===== src/rtl/vcfg_pkg.sv =====
package vcfg_pkg;
  localparam int unsigned CODE_W = 3;

  typedef enum logic [CODE_W-1:0] {
    SEW_E8  = 3'd0,
    SEW_E16 = 3'd1,
    SEW_E32 = 3'd2,
    SEW_E64 = 3'd3
  } sew_e;

  typedef enum logic [CODE_W-1:0] {
    LMUL_X1 = 3'd0,
    LMUL_X2 = 3'd1,
    LMUL_X4 = 3'd2,
    LMUL_X8 = 3'd3
  } lmul_e;

  // codes 0..3 are supported, 4..7 are reserved
  function automatic logic code_ok(input logic [CODE_W-1:0] c);
    return c[CODE_W-1] == 1'b0;
  endfunction
endpackage


===== src/rtl/vcfg_decode.sv =====
module vcfg_decode
  import vcfg_pkg::*;
(
  input  logic [CODE_W-1:0] sew_i,
  input  logic [CODE_W-1:0] lmul_i,
  output logic              legal_o,
  output logic [2:0]        shamt_o
);
  logic [1:0] sew_lo, lmul_lo;

  assign sew_lo  = sew_i[1:0];
  assign lmul_lo = lmul_i[1:0];
  assign legal_o = code_ok(sew_i) && code_ok(lmul_i);

  // capacity = (VLEN/64) << (lmul + 3 - sew), range 0..6
  always_comb begin
    shamt_o = {1'b0, lmul_lo} + {1'b0, 2'd3 - sew_lo};
  end
endmodule


===== src/rtl/vcfg_vlmax.sv =====
module vcfg_vlmax #(
  parameter int unsigned VLEN = 256,
  localparam int unsigned VL_W = $clog2(VLEN) + 1
) (
  input  logic [2:0]      shamt_i,
  output logic [VL_W-1:0] vlmax_o
);
  localparam logic [VL_W-1:0] BASE = VL_W'(VLEN / 64);

  if (VLEN < 64 || (VLEN & (VLEN - 1)) != 0) begin : g_bad_vlen
    $error("VLEN must be a power of two of at least 64");
  end

  assign vlmax_o = BASE << shamt_i;
endmodule


===== src/rtl/vcfg_grant.sv =====
module vcfg_grant #(
  parameter int unsigned AVL_W = 16,
  parameter int unsigned VL_W  = 9,
  localparam int unsigned CMP_W = (AVL_W > VL_W) ? AVL_W : VL_W
) (
  input  logic [AVL_W-1:0] avl_i,
  input  logic [VL_W-1:0]  vlmax_i,
  output logic [VL_W-1:0]  vl_o
);
  logic [CMP_W-1:0] avl_x, cap_x, vl_x;

  assign avl_x = CMP_W'(avl_i);
  assign cap_x = CMP_W'(vlmax_i);
  assign vl_x  = (avl_x > cap_x) ? cap_x : avl_x;
  assign vl_o  = vl_x[VL_W-1:0];
endmodule


===== src/rtl/vcfg_align.sv =====
module vcfg_align #(
  parameter int unsigned NUM_VREGS = 32,
  localparam int unsigned REG_W  = $clog2(NUM_VREGS),
  localparam int unsigned N_GRP  = 4
) (
  input  logic [REG_W-1:0] reg_i,
  input  logic [1:0]       lmul_i,
  input  logic             en_i,
  output logic             ok_o
);
  logic [N_GRP-1:0] ok_per;

  for (genvar g = 0; g < N_GRP; g++) begin : g_fac
    logic [REG_W-1:0] msk;
    assign msk       = REG_W'((32'd1 << g) - 32'd1);
    assign ok_per[g] = (reg_i & msk) == '0;
  end

  assign ok_o = en_i && ok_per[lmul_i];
endmodule


===== src/rtl/vcfg_unit.sv =====
module vcfg_unit
  import vcfg_pkg::*;
#(
  parameter int unsigned VLEN      = 256,
  parameter int unsigned AVL_W     = 16,
  parameter int unsigned NUM_VREGS = 32,
  localparam int unsigned VL_W     = $clog2(VLEN) + 1,
  localparam int unsigned REG_W    = $clog2(NUM_VREGS)
) (
  input  logic              clk_i,
  input  logic              rst_ni,
  input  logic              req_valid_i,
  input  logic [AVL_W-1:0]  req_avl_i,
  input  logic [2:0]        req_sew_i,
  input  logic [2:0]        req_lmul_i,
  output logic [VL_W-1:0]   vl_o,
  output logic [VL_W-1:0]   vlmax_o,
  output logic              cfg_valid_o,
  output logic              cfg_illegal_o,
  output logic [2:0]        sew_o,
  output logic [2:0]        lmul_o,
  input  logic [REG_W-1:0]  chk_reg_i,
  output logic              chk_base_ok_o
);
  logic             legal;
  logic [2:0]       shamt;
  logic [VL_W-1:0]  cap, grant;

  logic [VL_W-1:0]  vl_q, vlmax_q;
  logic             valid_q, illegal_q;
  logic [2:0]       sew_q, lmul_q;

  vcfg_decode i_decode (
    .sew_i   (req_sew_i),
    .lmul_i  (req_lmul_i),
    .legal_o (legal),
    .shamt_o (shamt)
  );

  vcfg_vlmax #(.VLEN(VLEN)) i_vlmax (
    .shamt_i (shamt),
    .vlmax_o (cap)
  );

  vcfg_grant #(.AVL_W(AVL_W), .VL_W(VL_W)) i_grant (
    .avl_i   (req_avl_i),
    .vlmax_i (cap),
    .vl_o    (grant)
  );

  always_ff @(posedge clk_i or negedge rst_ni) begin
    if (!rst_ni) begin
      vl_q      <= '0;
      vlmax_q   <= '0;
      valid_q   <= 1'b0;
      illegal_q <= 1'b0;
      sew_q     <= '0;
      lmul_q    <= '0;
    end else if (req_valid_i) begin
      if (legal) begin
        vl_q      <= grant;
        vlmax_q   <= cap;
        valid_q   <= 1'b1;
        illegal_q <= 1'b0;
        sew_q     <= req_sew_i;
        lmul_q    <= req_lmul_i;
      end else begin
        // keep stored codes, drop the grant
        vl_q      <= '0;
        vlmax_q   <= '0;
        valid_q   <= 1'b0;
        illegal_q <= 1'b1;
      end
    end
  end

  vcfg_align #(.NUM_VREGS(NUM_VREGS)) i_align (
    .reg_i  (chk_reg_i),
    .lmul_i (lmul_q[1:0]),
    .en_i   (valid_q),
    .ok_o   (chk_base_ok_o)
  );

  assign vl_o          = vl_q;
  assign vlmax_o       = vlmax_q;
  assign cfg_valid_o   = valid_q;
  assign cfg_illegal_o = illegal_q;
  assign sew_o         = sew_q;
  assign lmul_o        = lmul_q;
endmodule


===== config.mk =====
export PLATFORM = sky130hd
export DESIGN_NAME = vcfg_unit
export DESIGN_NICKNAME = d
export VERILOG_FILES = /design/src/rtl/vcfg_pkg.sv /design/src/rtl/vcfg_decode.sv /design/src/rtl/vcfg_vlmax.sv /design/src/rtl/vcfg_grant.sv /design/src/rtl/vcfg_align.sv /design/src/rtl/vcfg_unit.sv
export SDC_FILE = /design/constraint.sdc
export NUM_CORES = 1
export LEC_CHECK = 0
export CELL_PAD_IN_SITES_DETAIL_PLACEMENT = 0
export CELL_PAD_IN_SITES_GLOBAL_PLACEMENT = 2
export CORE_MARGIN = 2
export CORE_UTILIZATION = 27
export CTS_BUF_LIST = sky130_fd_sc_hd__clkbuf_8
export CTS_CLUSTER_DIAMETER = 120
export CTS_CLUSTER_SIZE = 10
export DETAILED_ROUTE_END_ITERATION = 8
export PLACE_DENSITY = 0.81
export SLEW_MARGIN = 20
export SYNTH_ARGS = -nofsm -noshare
export SYNTH_HDL_FRONTEND = slang
export SYNTH_HIERARCHICAL = 1
export SYNTH_SLANG_ARGS = --single-unit

===== constraint.sdc =====
create_clock -name clk_i -period 0.9 [get_ports clk_i]
set_input_delay 0.135 -clock clk_i [delete_from_list [all_inputs] [get_ports clk_i]]
set_output_delay 0.135 -clock clk_i [all_outputs]
set_load 0.03 [all_outputs]

==> impl_metrics.ini, run 1 <==
[clock_network]
hold_buffers = 0
clock_sinks = 26
clkLatencyLatePin_ns = 0.27
htree_num_levels = 1
tritoncts = built
clk_transition_reported_paths_ns = 0.09
root_buffer = clkbuf_8
clockBufferDepth = 2
cts_buffers = 3

[routing]
dr.first_iter.drc_count = 25
drt.antenna.violating_nets = 0
dr.pass1.iters = 4
vias_per_cell = 4.444
wl_per_cell_um = 12.99
routed_wl_um = 4092
drc = 0
route.vias.total = 1400

[worst_setup_path]
cp_max_fo = 6
critical_path_class = in2reg
crit_required_ns = 1.07
r2r_slack_ns = -0.01
start_kind = input port
worst_ep_arrival_time_ns = 2.88
end_kind = flop

[global_routing]
grt_pass1_vias = 1508
grt_max_degree = 27
grt_overflow = 0
antenna_found_initial = 0
grt_pass1_wl_um = 7169
grt_usage_pct = 14.16

[power]
clkPwrFrac_pct = 22.0
switching_share_pct = 30.91
p_int_mw = 2.341
combinationalPowerShare_pct = 38.7
p_sw_mw = 1.047
p_seq_share_pct = 39.3
power_density_mw_per_mm2 = 1208
p_total_mw = 3.388
cellLeakagePower_nw = 1.241
vdd_drop_max_v = 0.0007952

[sta]
worst_hold_slack_ns = 0.1194
fin_crit_ns = 2.714
timing.fmax_mhz = 368.4
setup_violations = 44
period_share_pct = 301.6
fin_ws_ns = -1.814
rsz0062_at_grt = yes
finalHoldViolCount = 0
fin_skew_ns = 0
finalMaxSlewViolations = 0

[layout]
layout_commonest_cell = buf_6
antenna_cells = 0
seqCellArea_um2 = 653.1
fillers = 517
mostFrequentLayoutCells = 31 x buf_6, 29 x inv_1, 24 x dfrtp_1, 22 x buf_4, 20 x clkdlybuf4s50_1
drive_gt1_share_pct = 51.44
multi_input_area_um2 = 972.2
layout-area-overhead-vs-synth_pct = 78.22
instances_no_fill = 315
fin_nets = 285

[hold_path]
hp-class = in2reg

[placed_design]
globalplace.congestion = 0.8453
dp.cells = 298
dp_slack_ns = -2.816
dp.final_hpwl_um = 2852
io_buffers = 54

[outcome]
violations = negative setup slack
status = finished with violations

[die]
die_h_um = 80.35
fp.dieArea_mm2 = 0.006456
die_w_um = 80.35
initial_utilization_pct = 28.24
io_pins = 57
core-area_mm2 = 0.005574
rows = 27

[synthesis]
ys_seq_elements = 26
syn_inst = 162
ys.flop_type = dfrtp_1
syn_area_per_cell_um2 = 9.716
synthesis.area_mm2 = 0.001574
synth-edff-count = 0
ys_types = 28
yosysWarnings = 6
ys_seq_area_share_pct = 41.34
async_flop_share_pct = 100.0

[run]
max_cap_viol_count = 0
[area by class of cell]
cell class / count / area share [%]
multi-input combinational: 94 / 34.66
timing repair buffer: 84 / 31.76
clock buffer: 4 / 1.963
tap: 72 / 3.211
inverter: 35 / 5.129
sequential: 26 / 23.28
[state kept, by name (all words and copies together) (netlist names)]
| register | flops |
|---|---|
| cfg_illegal_o | 1 |
| cfg_valid_o | 1 |
| lmul_o | 3 |
| sew_o | 3 |
| vl_o | 9 |
| vlmax_o | 9 |
[logic make-up (layout without fill, tap and decap cells)]
family	after synthesis	count (layout)	synth area share, %
compound gates	30	30	11.92
fa+ha+maj	11	11	9.221
flops	26	26	41.34
other cells	1	2	0.2382
buf+inv	43	123	12.32
simple gates	35	35	13.59
mux	16	16	11.37
[path summary, 6_finish.rpt]
check / cells after the start / startpoint / endpoint
min reg2reg: 1 / sew_o[0] / sew_o[0]
min in group asynchronous: 2 / rst_ni / cfg_illegal_o
max reg2reg: 2 / lmul_o[0] / lmul_o[0]
max in group asynchronous: 2 / rst_ni / lmul_o[1]
max: 16 / req_sew_i[0] / vl_o[2]
min: 2 / req_lmul_i[1] / lmul_o[1]
[stage by stage]
step | setup TNS [ns] | area, um2 | utilization [%]
after floorplan | -19.38 | 1684 | -
after global placement | -36.64 | 2362 | 42.38
after detailed placement | -37.19 | 2362 | 42.38
after CTS | -21.64 | 2708 | 48.57
after global routing | -23.12 | 2805 | 50.33
final | -20.64 | 2805 | 50.33
[critical path, cell delays in order]
cell and delay (ns):
buf_12 0.11, inv_12 0.04, ha_4 0.11, inv_2 0.03, fa_1 0.44, inv_2 0.11
and3b_2 0.20, inv_2 0.04, ha_4 0.21, a211oi_2 0.22, o211ai_1 0.17, o41ai_4 0.43
buf_4 0.21, mux2_4 0.30, nand3_2 0.05, o21ai_1 0.06
[cells in the mapped netlist (all sizes together), types with 2 or more instances]
cell	n	area share [%]
nor3b	3	1.4
buf	7	3.7
nor3	3	0.95
nor2	2	0.48
nand3	19	6.0
inv	35	8.3
a21oi	3	0.95
and3b	3	1.9
dfrtp	26	41
nand2	2	0.64
o21ai	21	6.7
mux2	15	11
o211ai	3	1.4
ha	10	7.9
[what timing repair did]
action	in CTS	in global routing
gates resized for setup	68	26
gates cloned	2	0
endpoints found under the setup margin	50	50
pin swaps	17	10
buffers inserted	10	3
[per-layer routing]
metal / up-vias / GRT usage [%] / wire (um)
met2: 32 / 25.25 / 2059
met3: 2 / 2.584 / 158
met5: - / 0 / 0
met4: 0 / 2.034 / 21
li1: 704 / - / -
met1: 662 / 18.16 / 1852
[power groups by stage]
stage | logic, mW | registers (mW) | clock network (mW)
floorplan | 0.426 | 1.52 | 0
global placement | 1.09 | 1.34 | 0
detailed placement | 1.09 | 1.34 | 0
CTS | 1.27 | 1.33 | 0.780
global route | 1.42 | 1.35 | 0.829
finish | 1.31 | 1.33 | 0.745
(Power assumes the default switching activity.)
==> inputs of run 2 (changes only) <==
--- a/config.mk
+++ b/config.mk
@@ -7,12 +7,12 @@
 export LEC_CHECK = 0
 export CELL_PAD_IN_SITES_DETAIL_PLACEMENT = 0
 export CELL_PAD_IN_SITES_GLOBAL_PLACEMENT = 2
-export CORE_MARGIN = 2
 export CORE_UTILIZATION = 27
 export CTS_BUF_LIST = sky130_fd_sc_hd__clkbuf_8
 export CTS_CLUSTER_DIAMETER = 120
 export CTS_CLUSTER_SIZE = 10
 export DETAILED_ROUTE_END_ITERATION = 8
+export GPL_TIMING_DRIVEN = 1
 export PLACE_DENSITY = 0.81
 export SLEW_MARGIN = 20
 export SYNTH_ARGS = -nofsm -noshare
==> impl_metrics.ini, run 2 (synthesis gave the netlist of run 1 again) <==
[hold_path]
worstHoldPathCells = 2
hp-class = in2reg
holdPathEnd = sew_o[0]
min_from = req_sew_i[0]

[outcome]
status = finished with violations
violations = negative setup slack

[placed_design]
io_buffers = 54
dpl_cell_area_mm2 = 0.002377
dp.final_hpwl_um = 2865
globalplace.congestion = 0.7392
dp_slack_ns = -2.628

[die]
io_pins = 57
rows = 27
fp.dieArea_mm2 = 0.006139
die_h_um = 78.35
initial_utilization_pct = 28.24
core-area_mm2 = 0.005574
die_w_um = 78.35

[layout]
fin_nets = 285
layout_commonest_cell = buf_6
fillers = 513
mostFrequentLayoutCells = 32 x buf_6, 27 x inv_1, 24 x dfrtp_1, 21 x clkdlybuf4s50_1, 19 x buf_4
fin_area_mm2 = 0.002848
layout-area-overhead-vs-synth_pct = 80.92
antenna_cells = 0
drive_gt1_share_pct = 51.85

[routing]
vias_per_cell = 4.486
routed_wl_um = 4157
wl_per_cell_um = 13.20
drt.antenna.violating_nets = 0
dr.pass1.iters = 4
dr.first_iter.drc_count = 17
route.vias.total = 1413
drc = 0

[worst_setup_path]
critical_path_class = in2reg
r2r_slack_ns = -0.02
start_kind = input port
end_kind = flop
cp_max_fo = 7
timing.rr.end = lmul_o[0]
rr_startpoint = lmul_o[0]
worst_ep_arrival_time_ns = 2.84
crit_required_ns = 1.07
r2r_cells = 2

[clock_network]
clockBufferDepth = 2
cts_buffers = 3
hold_buffers = 0
clock_sinks = 26
clk_transition_reported_paths_ns = 0.10
htree_num_levels = 1
clkLatencyLatePin_ns = 0.28
tritoncts = built
root_buffer = clkbuf_8

[global_routing]
grt_pass1_wl_um = 6768
grt_pass1_vias = 1444
antenna_found_initial = 0
grt_overflow = 0
grt_usage_pct = 14.15
grt_max_degree = 27

[power]
vdd_drop_max_v = 0.0009154
power_density_mw_per_mm2 = 1302
p_total_mw = 3.708
cellLeakagePower_nw = 1.231

[sta]
finalMaxSlewViolations = 0
fin_crit_ns = 2.669
timing.fmax_mhz = 374.6
setup_violations = 49
period_share_pct = 296.6
worst_hold_slack_ns = 0.1025
finalHoldViolCount = 0
fin_skew_ns = 0
rsz0062_at_grt = yes
fin_ws_ns = -1.769

[run]
max_cap_viol_count = 0
-- run 2: changes by cell type in the layout (fill, tap and decap cells not counted), sizes merged --
cell,change
clkdlybuf4s50,+1
dlymetal6s2s,-2
dlygate4sd2,+1
bufinv,+1
clkbuf,-1
-- run 2: worst max path at each step --
stage	startpoint	end	slack, ns	cells after the start
2_1_floorplan	req_sew_i[0]	vl_o[6]	-1.89	14
3_3_place_gp	req_sew_i[0]	vl_o[6]	-2.61	17
3_5_place_dp	req_sew_i[0]	vl_o[6]	-2.63	17
4_1_cts	req_sew_i[0]	vl_o[6]	-1.84	17
5_1_grt	req_sew_i[0]	vl_o[3]	-1.88	17
6_report	req_sew_i[0]	vl_o[1]	-1.77	18
-- run 2: stage by stage --
step                setup TNS, ns  instances  utilization, %
floorplan                  -19.38        163               -
global placement           -35.27        300           42.65
detailed placement         -35.66        300           42.65
CTS                        -22.44        309           48.51
global route               -24.19        315           51.09
finish                     -21.73        315           51.09
-- run 2: critical path, stage by stage --
cell and delay [ns]:
buf_12 0.11, inv_12 0.04, ha_4 0.11, inv_2 0.03
fa_1 0.52, inv_4 0.07, and3b_2 0.27, inv_2 0.05
ha_4 0.21, nand4_1 0.13, nor3_2 0.05, o211ai_1 0.25
o41ai_4 0.15, buf_4 0.18, buf_6 0.11, mux2_4 0.29
nand3_2 0.06, o21ai_1 0.06
-- run 2: routing by layer --
layer,global-route usage [%],vias to the layer above,share of wire [%]
li1,-,707,-
met1,17.05,666,43
met2,24.82,35,51
met3,2.558,5,4.3
met4,5.556,0,1.5
met5,0,-,0
-- run 2: cell type report --
cell class                 count  area, um2  area share, %
multi-input combinational     94      988.4          34.71
timing repair buffer          84      898.4          31.55
sequential                    26      653.1          22.93
inverter                      35      146.4          5.141
tap                           72      90.09          3.163
clock buffer                   3      41.29          1.450
clock inverter                 1      30.03          1.054
-- run 2: repair_timing --
item	in CTS	in global routing
buffers inserted	5	7
setup endpoints to repair	50	50
gates resized for setup	70	30
pin swaps	13	13
cloned	1	0
-- run 2: power by group --
part	switching [mW]	total, mW	internal (mW)
clock	0.406	1.00	0.597
sequential	0.0751	1.34	1.26
combinational	0.647	1.37	0.722
